**src/rtl/tdc_fe_pkg.sv**
```systemverilog
package tdc_fe_pkg;

    localparam int DEF_TAPS     = 256;  // 4 ns / 15.625 ps
    localparam int DEF_COARSE_W = 16;

    typedef enum logic {
        EDGE_FALL = 1'b0,
        EDGE_RISE = 1'b1
    } edge_kind_e;

    function automatic int fine_bits(input int taps);
        return (taps > 1) ? $clog2(taps) : 1;
    endfunction

endpackage

```
**src/rtl/tdc_coarse_ctr.sv**
```systemverilog
module tdc_coarse_ctr #(
    parameter int W = 16
) (
    input  logic         clk,
    input  logic         rst,
    output logic [W-1:0] count_o
);
    always_ff @(posedge clk) begin
        if (rst) count_o <= '0;
        else     count_o <= count_o + 1'b1;
    end

    // one step per clock, wrapping
    a_r2_count_step: assert property (@(posedge clk) disable iff (rst)
        !$past(rst) |-> count_o == W'($past(count_o) + 1'b1));
endmodule

```
**src/rtl/tdc_snap_stage.sv**
```systemverilog
module tdc_snap_stage #(
    parameter int TAPS     = 256,
    parameter int COARSE_W = 16
) (
    input  logic                clk,
    input  logic                rst,
    input  logic [TAPS-1:0]     samp_i,
    input  logic [COARSE_W-1:0] count_i,
    output logic [TAPS-1:0]     snap_o,
    output logic [COARSE_W-1:0] coarse_o,
    output logic                hit_o,
    output logic                level_o
);
    logic ref_prev;

    // Snapshot and its coarse stamp are taken at the same edge.
    always_ff @(posedge clk) begin
        if (rst) begin
            snap_o   <= '0;
            coarse_o <= '0;
            ref_prev <= 1'b0;
        end else begin
            snap_o   <= samp_i;
            coarse_o <= count_i;
            ref_prev <= snap_o[0];
        end
    end

    always_comb begin
        level_o = snap_o[0];
        hit_o   = snap_o[0] ^ ref_prev;
    end
endmodule

```
**src/rtl/tdc_fine_enc.sv**
```systemverilog
module tdc_fine_enc #(
    parameter int TAPS = 256,
    localparam int FW  = tdc_fe_pkg::fine_bits(TAPS)
) (
    input  logic [TAPS-1:0] snap_i,
    input  logic            level_i,
    output logic [FW-1:0]   fine_o
);
    logic [TAPS:0] ext;
    logic          found;

    always_comb begin
        ext    = {~level_i, snap_i};
        fine_o = FW'(TAPS - 1);
        found  = 1'b0;
        for (int i = 1; i < TAPS; i++) begin
            if (!found && (ext[i] != level_i) && (ext[i+1] != level_i)) begin
                fine_o = FW'(i);
                found  = 1'b1;
            end
        end
    end
endmodule

```
**src/rtl/tdc_time_front.sv**
```systemverilog
module tdc_time_front
    import tdc_fe_pkg::*;
#(
    parameter int TAPS     = DEF_TAPS,
    parameter int COARSE_W = DEF_COARSE_W
) (
    input  logic                      clk,
    input  logic                      rst,
    input  logic [TAPS-1:0]           samp_i,
    output logic                      hit_valid_o,
    output logic                      hit_rise_o,
    output logic [$clog2(TAPS)-1:0]   fine_o,
    output logic [COARSE_W-1:0]       coarse_o
);
    localparam int FW = fine_bits(TAPS);

    logic [COARSE_W-1:0] count;
    logic [TAPS-1:0]     snap;
    logic [COARSE_W-1:0] snap_coarse;
    logic                hit;
    logic                level;
    logic [FW-1:0]       fine_enc;
    edge_kind_e          kind;

    tdc_coarse_ctr #(.W(COARSE_W)) u_ctr (
        .clk(clk), .rst(rst), .count_o(count)
    );

    tdc_snap_stage #(.TAPS(TAPS), .COARSE_W(COARSE_W)) u_snap (
        .clk(clk), .rst(rst), .samp_i(samp_i), .count_i(count),
        .snap_o(snap), .coarse_o(snap_coarse), .hit_o(hit), .level_o(level)
    );

    tdc_fine_enc #(.TAPS(TAPS)) u_enc (
        .snap_i(snap), .level_i(level), .fine_o(fine_enc)
    );

    always_comb kind = level ? EDGE_RISE : EDGE_FALL;

    always_ff @(posedge clk) begin
        if (rst) begin
            hit_valid_o <= 1'b0;
            hit_rise_o  <= 1'b0;
            fine_o      <= '0;
            coarse_o    <= '0;
        end else begin
            hit_valid_o <= hit;
            if (hit) begin
                hit_rise_o <= (kind == EDGE_RISE);
                fine_o     <= fine_enc;
                coarse_o   <= snap_coarse;
            end
        end
    end

    // record fields hold while no hit is reported
    a_r9_hold_idle: assert property (@(posedge clk) disable iff (rst)
        !hit_valid_o |-> ($stable(fine_o) && $stable(coarse_o) && $stable(hit_rise_o)));

    // consecutive-cycle records alternate direction
    a_r4_alternate: assert property (@(posedge clk) disable iff (rst)
        (hit_valid_o && $past(hit_valid_o)) |-> (hit_rise_o != $past(hit_rise_o)));

    // consecutive-cycle records carry coarse stamps one apart
    a_r8_coarse_step: assert property (@(posedge clk) disable iff (rst)
        (hit_valid_o && $past(hit_valid_o)) |-> coarse_o == COARSE_W'($past(coarse_o) + 1'b1));

    // the encoded tap holds the old level, unless saturated
    a_r5_fine_tap: assert property (@(posedge clk) disable iff (rst)
        hit |-> ((snap[fine_enc] != level) || (fine_enc == FW'(TAPS - 1))));
endmodule

```
**config.mk**
```make
export PLATFORM = sky130hd
export DESIGN_NAME = tdc_time_front
export DESIGN_NICKNAME = d
export VERILOG_FILES = /design/src/rtl/tdc_fe_pkg.sv /design/src/rtl/tdc_coarse_ctr.sv /design/src/rtl/tdc_snap_stage.sv /design/src/rtl/tdc_fine_enc.sv /design/src/rtl/tdc_time_front.sv
export SDC_FILE = /design/constraint.sdc
export NUM_CORES = 1
export LEC_CHECK = 0
export ABC_AREA = 1
export CORE_UTILIZATION = 40
export CTS_CLUSTER_SIZE = 40
export DETAILED_ROUTE_END_ITERATION = 12
export GPL_ROUTABILITY_DRIVEN = 0
export SLEW_MARGIN = 20
export SYNTH_ARGS = -nofsm -noshare
export SYNTH_HDL_FRONTEND = slang
export SYNTH_SLANG_ARGS = --single-unit
```
**constraint.sdc**
```tcl
create_clock -name clk -period 39.2 [get_ports clk]
set_clock_uncertainty 0.15 [all_clocks]
set_input_delay 7.84 -clock clk [delete_from_list [all_inputs] [get_ports clk]]
set_output_delay 7.84 -clock clk [all_outputs]
set_load 0.02 [all_outputs]
```
-- Yosys cells after proc, flatten, opt, wreduce, memory -nomap -nowiden
Index checks and enable logic that the tools add are counted.
- equal/unequal tests: 256
- mux-type cells: 510
- reduce and logical (&&, ||, !) cells: 763
- $add $sub $neg: 1
- bitwise logic cells: 2
- operators with widths (cell ; count):
    8-bit 2-to-1 mux ; 255
    1-bit logical AND ; 509
    1-bit != test ; 256
    1-bit 2-to-1 mux ; 255
    1-bit logical NOT ; 254
    16-bit by 1-bit adder with 16-bit output (second input constant) ; 1
    1-bit inverter ; 1
    1-bit bitwise XOR ; 1
- logic and storage cells: 1540
- input port bits: 258
- register bits: 315

-- Depth between registers and ports, before layout
Gate-level depths: netlist of the first run.
- depth after elaboration: 1019
- depth in mapped cells: 135
- depth with buffers taken out: 135

-- By module
From an unflattened synthesis of the first run, not the netlist that was laid out.
- cell total of the unflattened synthesis: 2528
- area, all modules: 18556.5 um2
- modules (own cells, without submodules) (module ; cells each ; area each (um2) ; instances ; sequential area each (um2)):
    tdc_fine_enc ; 1397 ; 8774.7 ; 1 ; 0.0
    tdc_snap_stage ; 854 ; 7927.6 ; 1 ; 5465.2
    tdc_time_front ; 162 ; 1087.3 ; 1 ; 520.5
    tdc_coarse_ctr ; 115 ; 767.0 ; 1 ; 320.3

-- Worst setup path after synthesis of the first run
Ideal clock, no wire load.
- path kind: flip-flop to flip-flop
- start point: reg u_snap.snap_o[0]
- end point: reg fine_o[0]
- arrival time: 14.653 ns
- data required time: 38.931 ns
- path slack: 24.277 ns
- period minus slack after synthesis: 14.923 ns
- path buffers: 1
- stages on the path, launching flop included: 134
- path through: dfxtp_1 > buf_6 > nand2_1 > nand2_2 > nand2_1 > nand2_2 > nor2_4 > nand4_2 > nor2_4 > nand4_2 > nor2_2 > nand4_2 > nor2_4 > nand4_2 > nor2_4 > nand4_2 > nor2_2 > nand4_1 > [98 not listed] > nor2_2 > nand4_1 > nor2_2 > nand4_2 > nor2_4 > nand4_1 > nor2_2 > nand4_2 > nor2_4 > nand4_2 > nor2_4 > nand4_2 > nor2_4 > nand4_1 > nor2_1 > nand4_1 > nand2_1 > a21oi_1
- RTL lines (what ; RTL line ; text):
    from (decl) ; tdc_snap_stage.sv:9 ; output logic [TAPS-1:0] snap_o,
    from (signal assigned) ; tdc_snap_stage.sv:23 ; snap_o <= samp_i;
    to (signal assigned) ; tdc_time_front.sv:50 ; fine_o <= fine_enc;
    to (decl) ; tdc_time_front.sv:12 ; output logic [$clog2(TAPS)-1:0] fine_o,

==> results of run 1 <==
-- logic make-up (layout without fill, tap and decap cells) --
kind of cell | count (synthesis) | count (layout) | synth area share [%]
xor gates and xnor gates | 251 | 251 | 12.38
other | 0 | 1 | 0
AOI/OAI and AO/OA | 215 | 215 | 7.821
buffers and inverters | 652 | 939 | 13.97
adders and majority gates | 1 | 1 | 0.07045
and+or+nand+nor | 1091 | 1091 | 30.25
DFF | 315 | 315 | 35.51
-- final cells by class --
type | instances | area (sq um) | area share [%]
repair buffers | 289 | 2898 | 12.98
clock buffers | 53 | 1077 | 4.826
clock inverters | 11 | 127.6 | 0.5718
well taps | 585 | 732.0 | 3.279
multi-input cells | 1558 | 8974 | 40.20
inverters | 586 | 2200 | 9.855
diodes | 1 | 2.502 | 0.01121
flip-flops and latches | 315 | 6310 | 28.27
-- cells in the final DEF (no fill, tap or decap), types with 6 or more instances in the layout --
cell type / netlist / final
nand2_1: 89 / 88
nand3_1: 23 / 23
o2111ai_1: 19 / 19
nor3_1: 15 / 15
clkdlybuf4s50_1: 0 / 282
clkbuf_1: 47 / 8
nand2_2: 5 / 6
nor2_1: 704 / 704
inv_1: 584 / 584
nand4_2: 48 / 48
clkbuf_8: 0 / 8
o211ai_1: 10 / 10
nor2_4: 43 / 43
o21ai_0: 78 / 78
a2111oi_0: 24 / 24
dfxtp_1: 315 / 314
a211oi_1: 8 / 8
nor4_1: 10 / 10
nand4_1: 117 / 117
xnor2_1: 248 / 248
nor2_2: 19 / 19
o41ai_1: 21 / 21
clkbuf_16: 0 / 38
a21oi_1: 42 / 42
-- state kept, by name (all words and copies together), names as in the netlist --
register / count
u_snap.ref_prev: 1
u_snap.snap_o: 256
hit_valid_o: 1
hit_rise_o: 1
fine_o: 8
u_ctr.count_o: 16
coarse_o: 16
u_snap.coarse_o: 16
-- stage by stage --
| step | util, % | setup slack [ns] | hold WS, ns |
|---|---|---|---|
| 3_5_place_dp | 48.57 | 21.38 | 0.2911 |
| 2_1_floorplan | - | 24.28 | 0.2673 |
| 6_report | 51.36 | 21.25 | 0.2932 |
| 5_1_grt | 51.36 | 18.96 | 0.3251 |
| 4_1_cts | 51.34 | 21.32 | 0.2956 |
| 3_3_place_gp | 48.57 | 22.37 | 0.2806 |
-- layer usage --
layer / part of all wire, % / vias to the layer above / routed length, microns / global-route usage (%)
met3: 5.6 / 85 / 2432 / 4.604
met5: 0.16 / - / 69 / 0
li1: - / 8317 / - / -
met1: 45 / 7009 / 19680 / 24.23
met2: 46 / 338 / 20110 / 33.24
met4: 2.4 / 10 / 1033 / 5.358
-- worst min-delay path, stage by stage (launching register included) --
cell and delay (ns):
dfxtp_1 0.29, inv_1 0.07, nor2_1 0.04
-- worst min-delay path by stage --
| stage | startpoint | end | slack, ns | cells after the start |
|---|---|---|---|---|
| detailed placement | u_ctr.count_o[15] | u_snap.coarse_o[15] | 0.29 | 2 |
| global placement | u_ctr.count_o[0] | u_ctr.count_o[0] | 0.28 | 1 |
| floorplan | u_ctr.count_o[0] | u_ctr.count_o[0] | 0.27 | 1 |
| global route | u_snap.coarse_o[12] | coarse_o[12] | 0.33 | 2 |
| finish | u_ctr.count_o[15] | u_snap.coarse_o[15] | 0.29 | 2 |
| CTS | u_ctr.count_o[15] | u_snap.coarse_o[15] | 0.30 | 2 |
-- power by group through the flow --
stage	clock, W	combinational (W)	sequential [W]
floorplan	0	0.000106	0.000352
global placement	0	0.000162	0.000353
detailed placement	0	0.000163	0.000353
CTS	0.000350	0.000165	0.000346
global route	0.000363	0.000183	0.000347
finish	0.000340	0.000164	0.000346
==> impl_metrics.csv, run 1 <==
group,metric,value,unit
floorplanning,rows,76,
drt,wire_per_inst,12.75,microns
critical_path,slowest_delay,0.81,ns
timing,tightest_slew,0.9875,ns
critical_path,slowest_stage,"dfxtp_4",
floorplanning,die_w,212.7,microns
logic_synthesis,yosysWarnings,0,
critical_path,reg2reg_from,"u_snap.snap_o[0]",
placed_design,place_area,0.02111,sq mm
final_layout,fin_nets,3046,
cts,clock_sinks,315,
flow_run,maxCapViolCount,0,
timing,tns,0,ns
final_layout,fillers,4360,
outcome,status,"complete, no violations",
final_layout,final_layout_size_suffix_gt1_share,6.757,%
global_routing,grt_pass1_vias,15380,
pwr,p_sw_share,27.83,%
logic_synthesis,syn_area_per_cell,7.033,sq um
placed_design,hpwl,33.74,mm
drt,vias_per_cell,4.638,
drt,ant_nets,0,
logic_synthesis,syn_area,0.01776,sq mm
critical_path,cp_num_cells,129,
pwr,pwr-share-clk,40.0,%
cts,path_clk_slew,0.06,ns
floorplanning,die_area,0.04524,sq mm
pwr,internal_power,0.0006130,W
cts,cts.htree.levels,2,
timing,grt_setup_unrepaired,"no",
timing,fin_crit_sh,45.79,%
pwr,p_seq_share,40.7,%
critical_path,cp-start-kind,"flip-flop",
critical_path,critPathTopFamily,"simple AND/OR/NAND/NOR gates",
global_routing,antenna_found_initial,5,
logic_synthesis,yosys_register_bits,315,
timing,relSlewSlack,34.16,%
drt,drtIter0Drc,781,
timing,drv_slew,0,
critical_path,r2r_slack,21.25,ns
timing,setup_viol_count_final,0,
timing,max_freq,55.71,MHz
critical_path,rr_worst_depth,129,
logic_synthesis,yosysSeqAreaShare,35.51,%
cts,cts_buffers,37,
timing,period_minus_slack,17.95,ns
cts,cts_resized,0,
logic_synthesis,synthDistinctLibCells,44,
cts,cts_hold_buf,0,
cts,clock_path_buffers,3,
global_routing,grt_pass1_wl,71.39,mm
logic_synthesis,synthTopCellsByCount,"nor2_1, inv_1, dfxtp_1",
global_routing,track_usage,19.42,%
logic_synthesis,synth_area_leaders,"dfxtp_1, nor2_1, inv_1, xnor2_1, nand4_1",
cts,cts_root_buf,"clkbuf_16",
floorplanning,fp.dieH,212.7,microns
logic_synthesis,synth_ff_type,"dfxtp_1",
logic_synthesis,synth_edf_count,0,
global_routing,overflow,0,
critical_path,crit_start,"u_snap.snap_o[0]",
critical_path,critPathCaptureType,"flip-flop",
critical_path,r2r_end,"fine_o[1]",
floorplanning,io_pins,284,
drt,drtPass1Iterations,7,
final_layout,area_growth,25.69,%
cts,clock_latency,0.56,ns
pwr,ir_worst_vdd,0.00002769,V
pwr,pwr-share-comb,19.3,%
drt,wl,43.33,mm
final_layout,postLayoutCellArea,0.02232,sq mm
cts,post_cts_buffers,0,
pwr,powerDensity,38.05,mW/mm^2
global_routing,grt_start_max_net_pins,135,
critical_path,crit_top_cell,"nand4_2",
critical_path,path_class,"reg -> reg",
critical_path,cp.arrival,18.19,ns
floorplanning,coreArea,0.04346,sq mm
cts,cts_tree,"built",
timing,final-hold-violation-count,0,
placed_design,portBuffers,283,
pwr,fin_total_pwr,0.0008494,W
pwr,switchingPower,0.0002364,W
logic_synthesis,async_reset_ff_share,0,%
critical_path,crit_end,"fine_o[1]",
logic_synthesis,synth_most_common_cell,"nor2_1",
critical_path,crit_buf_inv,2,
pwr,power.leakage,9.121,nW
final_layout,layout.cells.non_filler,3398,
logic_synthesis,syn-instance-count,2525,
logic_synthesis,yosysTopAreaCell,"dfxtp_1",
floorplanning,start_util,40.86,%
hold_path,hp-class,"reg -> reg",
critical_path,crit_fanout,134,
drt,dr_total_vias,15760,
logic_synthesis,synth_top_area_share,35.51,%
critical_path,cp.required,39.45,ns
placed_design,place_inst,3333,
drt,drc_errors,0,
logic_synthesis,synth_nets,2784,
No activity file was read; power rests on OpenSTA's default activity.
==> run 2, diff against run 1 <==
clock period = 15.5 ns   (was 39.2 ns; I/O delays follow)
==> run 2 against run 1 <==
The run now ends with negative setup slack left. First-iteration DRC count fell by 7.4%. Combinational power rose to 2.6 times the previous value. Hold slack improved by 0.00069 ns. Total power rose to 2.6 times the previous value. Sequential power rose to 2.5 times the previous value. Die area did not move. Final area rose by 3.9%. Critical path type unchanged.
==> impl_metrics.csv, run 2 (same netlist as run 1, synthesis figures left out) <==
group,metric,value,unit
outcome,status,"complete, but fails checks",
outcome,violations,"negative setup slack",
floorplanning,io_pins,284,
timing,final-hold-violation-count,0,
floorplanning,die_w,212.7,microns
critical_path,critPathCaptureType,"flip-flop",
pwr,ir_worst_vdd,0.00008782,V
placed_design,pre_cts_ws,-0.9819,ns
global_routing,grt_pass1_vias,15730,
critical_path,reg2reg_from,"u_snap.snap_o[0]",
cts,cts_tree,"built",
final_layout,fin_nets,3140,
cts,cts.htree.levels,2,
final_layout,antenna_cells,0,
final_layout,mostFrequentLayoutCells,"nor2_1, inv_1, dfxtp_1",
critical_path,crit_top_cell,"nand4_1",
timing,max_freq,61.31,MHz
critical_path,rr_worst_depth,132,
global_routing,grt_start_max_net_pins,149,
hold_path,worstHoldStart,"u_ctr.count_o[0]",
final_layout,postLayoutCellArea,0.02320,sq mm
final_layout,final_layout_size_suffix_gt1_share,10.48,%
global_routing,overflow,0,
cts,clock_path_buffers,3,
timing,tightest_slew,1.009,ns
pwr,powerDensity,94.51,mW/mm^2
global_routing,antenna_found_initial,3,
global_routing,grt_pass1_wl,71.86,mm
hold_path,hp-class,"reg -> reg",
pwr,power.leakage,9.598,nW
drt,drtIter0Drc,723,
timing,grt_setup_unrepaired,"yes",
timing,period_minus_slack,16.31,ns
critical_path,slowest_stage,"dfxtp_4",
final_layout,area_growth,30.63,%
global_routing,track_usage,19.50,%
cts,clock_sinks,315,
critical_path,r2r_end,"fine_o[0]",
pwr,fin_total_pwr,0.002192,W
drt,wl,44.30,mm
cts,cts_hold_buf,0,
floorplanning,die_area,0.04524,sq mm
drt,ant_nets,0,
cts,cts_buffers,37,
cts,cts_root_buf,"clkbuf_16",
critical_path,slowest_delay,0.37,ns
cts,path_clk_slew,0.06,ns
floorplanning,start_util,40.86,%
critical_path,crit_fanout,6,
placed_design,place_inst,3347,
drt,dr_total_vias,16280,
floorplanning,rows,76,
critical_path,cp.required,15.76,ns
floorplanning,coreArea,0.04346,sq mm
final_layout,largest_reg_flops,256,
timing,setup_viol_count_final,5,
floorplanning,fp.dieH,212.7,microns
critical_path,r2r_slack,-0.81,ns
drt,drtPass1Iterations,5,
timing,relSlewSlack,32.57,%
flow_run,maxCapViolCount,0,
drt,vias_per_cell,4.657,
timing,drv_slew,0,
drt,drc_errors,0,
cts,clock_latency,0.57,ns
final_layout,layout.cells.non_filler,3495,
critical_path,cp.arrival,16.57,ns
hold_path,hold_path_depth,1,
placed_design,hpwl,33.41,mm
final_layout,largest_register,"u_snap.snap_o",
final_layout,layout_commonest_cell,"nor2_1",
hold_path,min_to,"u_ctr.count_o[0]",
critical_path,path_class,"reg -> reg",
timing,finalWorstSetupSlack,-0.8097,ns
drt,wire_per_inst,12.67,microns
placed_design,portBuffers,283,
timing,fin_crit_sh,105.2,%
critical_path,cp-start-kind,"flip-flop",
placed_design,place_area,0.02120,sq mm
==> run 2: critical path: cells and delay by family, from the launching register on <==
kind,cells,cell delay (ns)
flip-flops,1,0.37
XOR/XNOR,1,0.19
AND/OR/NAND/NOR,128,15.16
AO/OA/AOI/OAI,1,0.05
buffers and inverters,2,0.18
==> run 2: repair_timing <==
action	CTS	global route
endpoints found under the setup margin	5	6
pin swaps	36	46
buffers inserted	52	29
resized for setup	7	20
==> run 2: final cells by class <==
type | instances | area (sq um)
Clock inverter | 17 | 201.4
Inverter | 586 | 2200
Fill cell | 4268 | 20260
Clock buffer | 51 | 1070
Multi-Input combinational cell | 1558 | 9086
Timing Repair Buffer | 383 | 3598
Tap cell | 585 | 732.0
Sequential cell | 315 | 6310
==> run 2: where the power goes <==
part           switching, W  internal (W)
combinational      0.000242      0.000187
clock              0.000354      0.000538
sequential        0.0000198      0.000852
total              0.000615       0.00158
==> run 2: how the worst max path moves through the flow <==
| stage | slack (ns) | to | start | cells after the start |
|---|---|---|---|---|
| 5_1_grt | -2.90 | fine_o[0] | u_snap.snap_o[0] | 132 |
| 3_5_place_dp | -0.98 | fine_o[0] | u_snap.snap_o[0] | 133 |
| 2_1_floorplan | 0.58 | fine_o[0] | u_snap.snap_o[0] | 133 |
| 3_3_place_gp | -0.56 | fine_o[0] | u_snap.snap_o[0] | 133 |
| 4_1_cts | -0.63 | fine_o[0] | u_snap.snap_o[0] | 132 |
| 6_report | -0.81 | fine_o[0] | u_snap.snap_o[0] | 132 |
==> run 2: layer usage <==
layer | GRT usage [%] | wire (microns) | up-vias
met5 | 0 | 40 | -
met4 | 7.765 | 1446 | 6
met3 | 4.015 | 2410 | 90
met2 | 33.83 | 20760 | 364
met1 | 23.45 | 19640 | 7304
li1 | - | - | 8513
==> run 2: metrics by stage <==
stage / setup TNS [ns] / hold slack (ns) / util, %
floorplan: 0 / 0.2673 / -
global placement: -1.074 / 0.2804 / 48.78
detailed placement: -3.827 / 0.2899 / 48.78
CTS: -1.736 / 0.2981 / 52.70
global route: -13.47 / 0.3151 / 53.38
finish: -2.471 / 0.2938 / 53.38
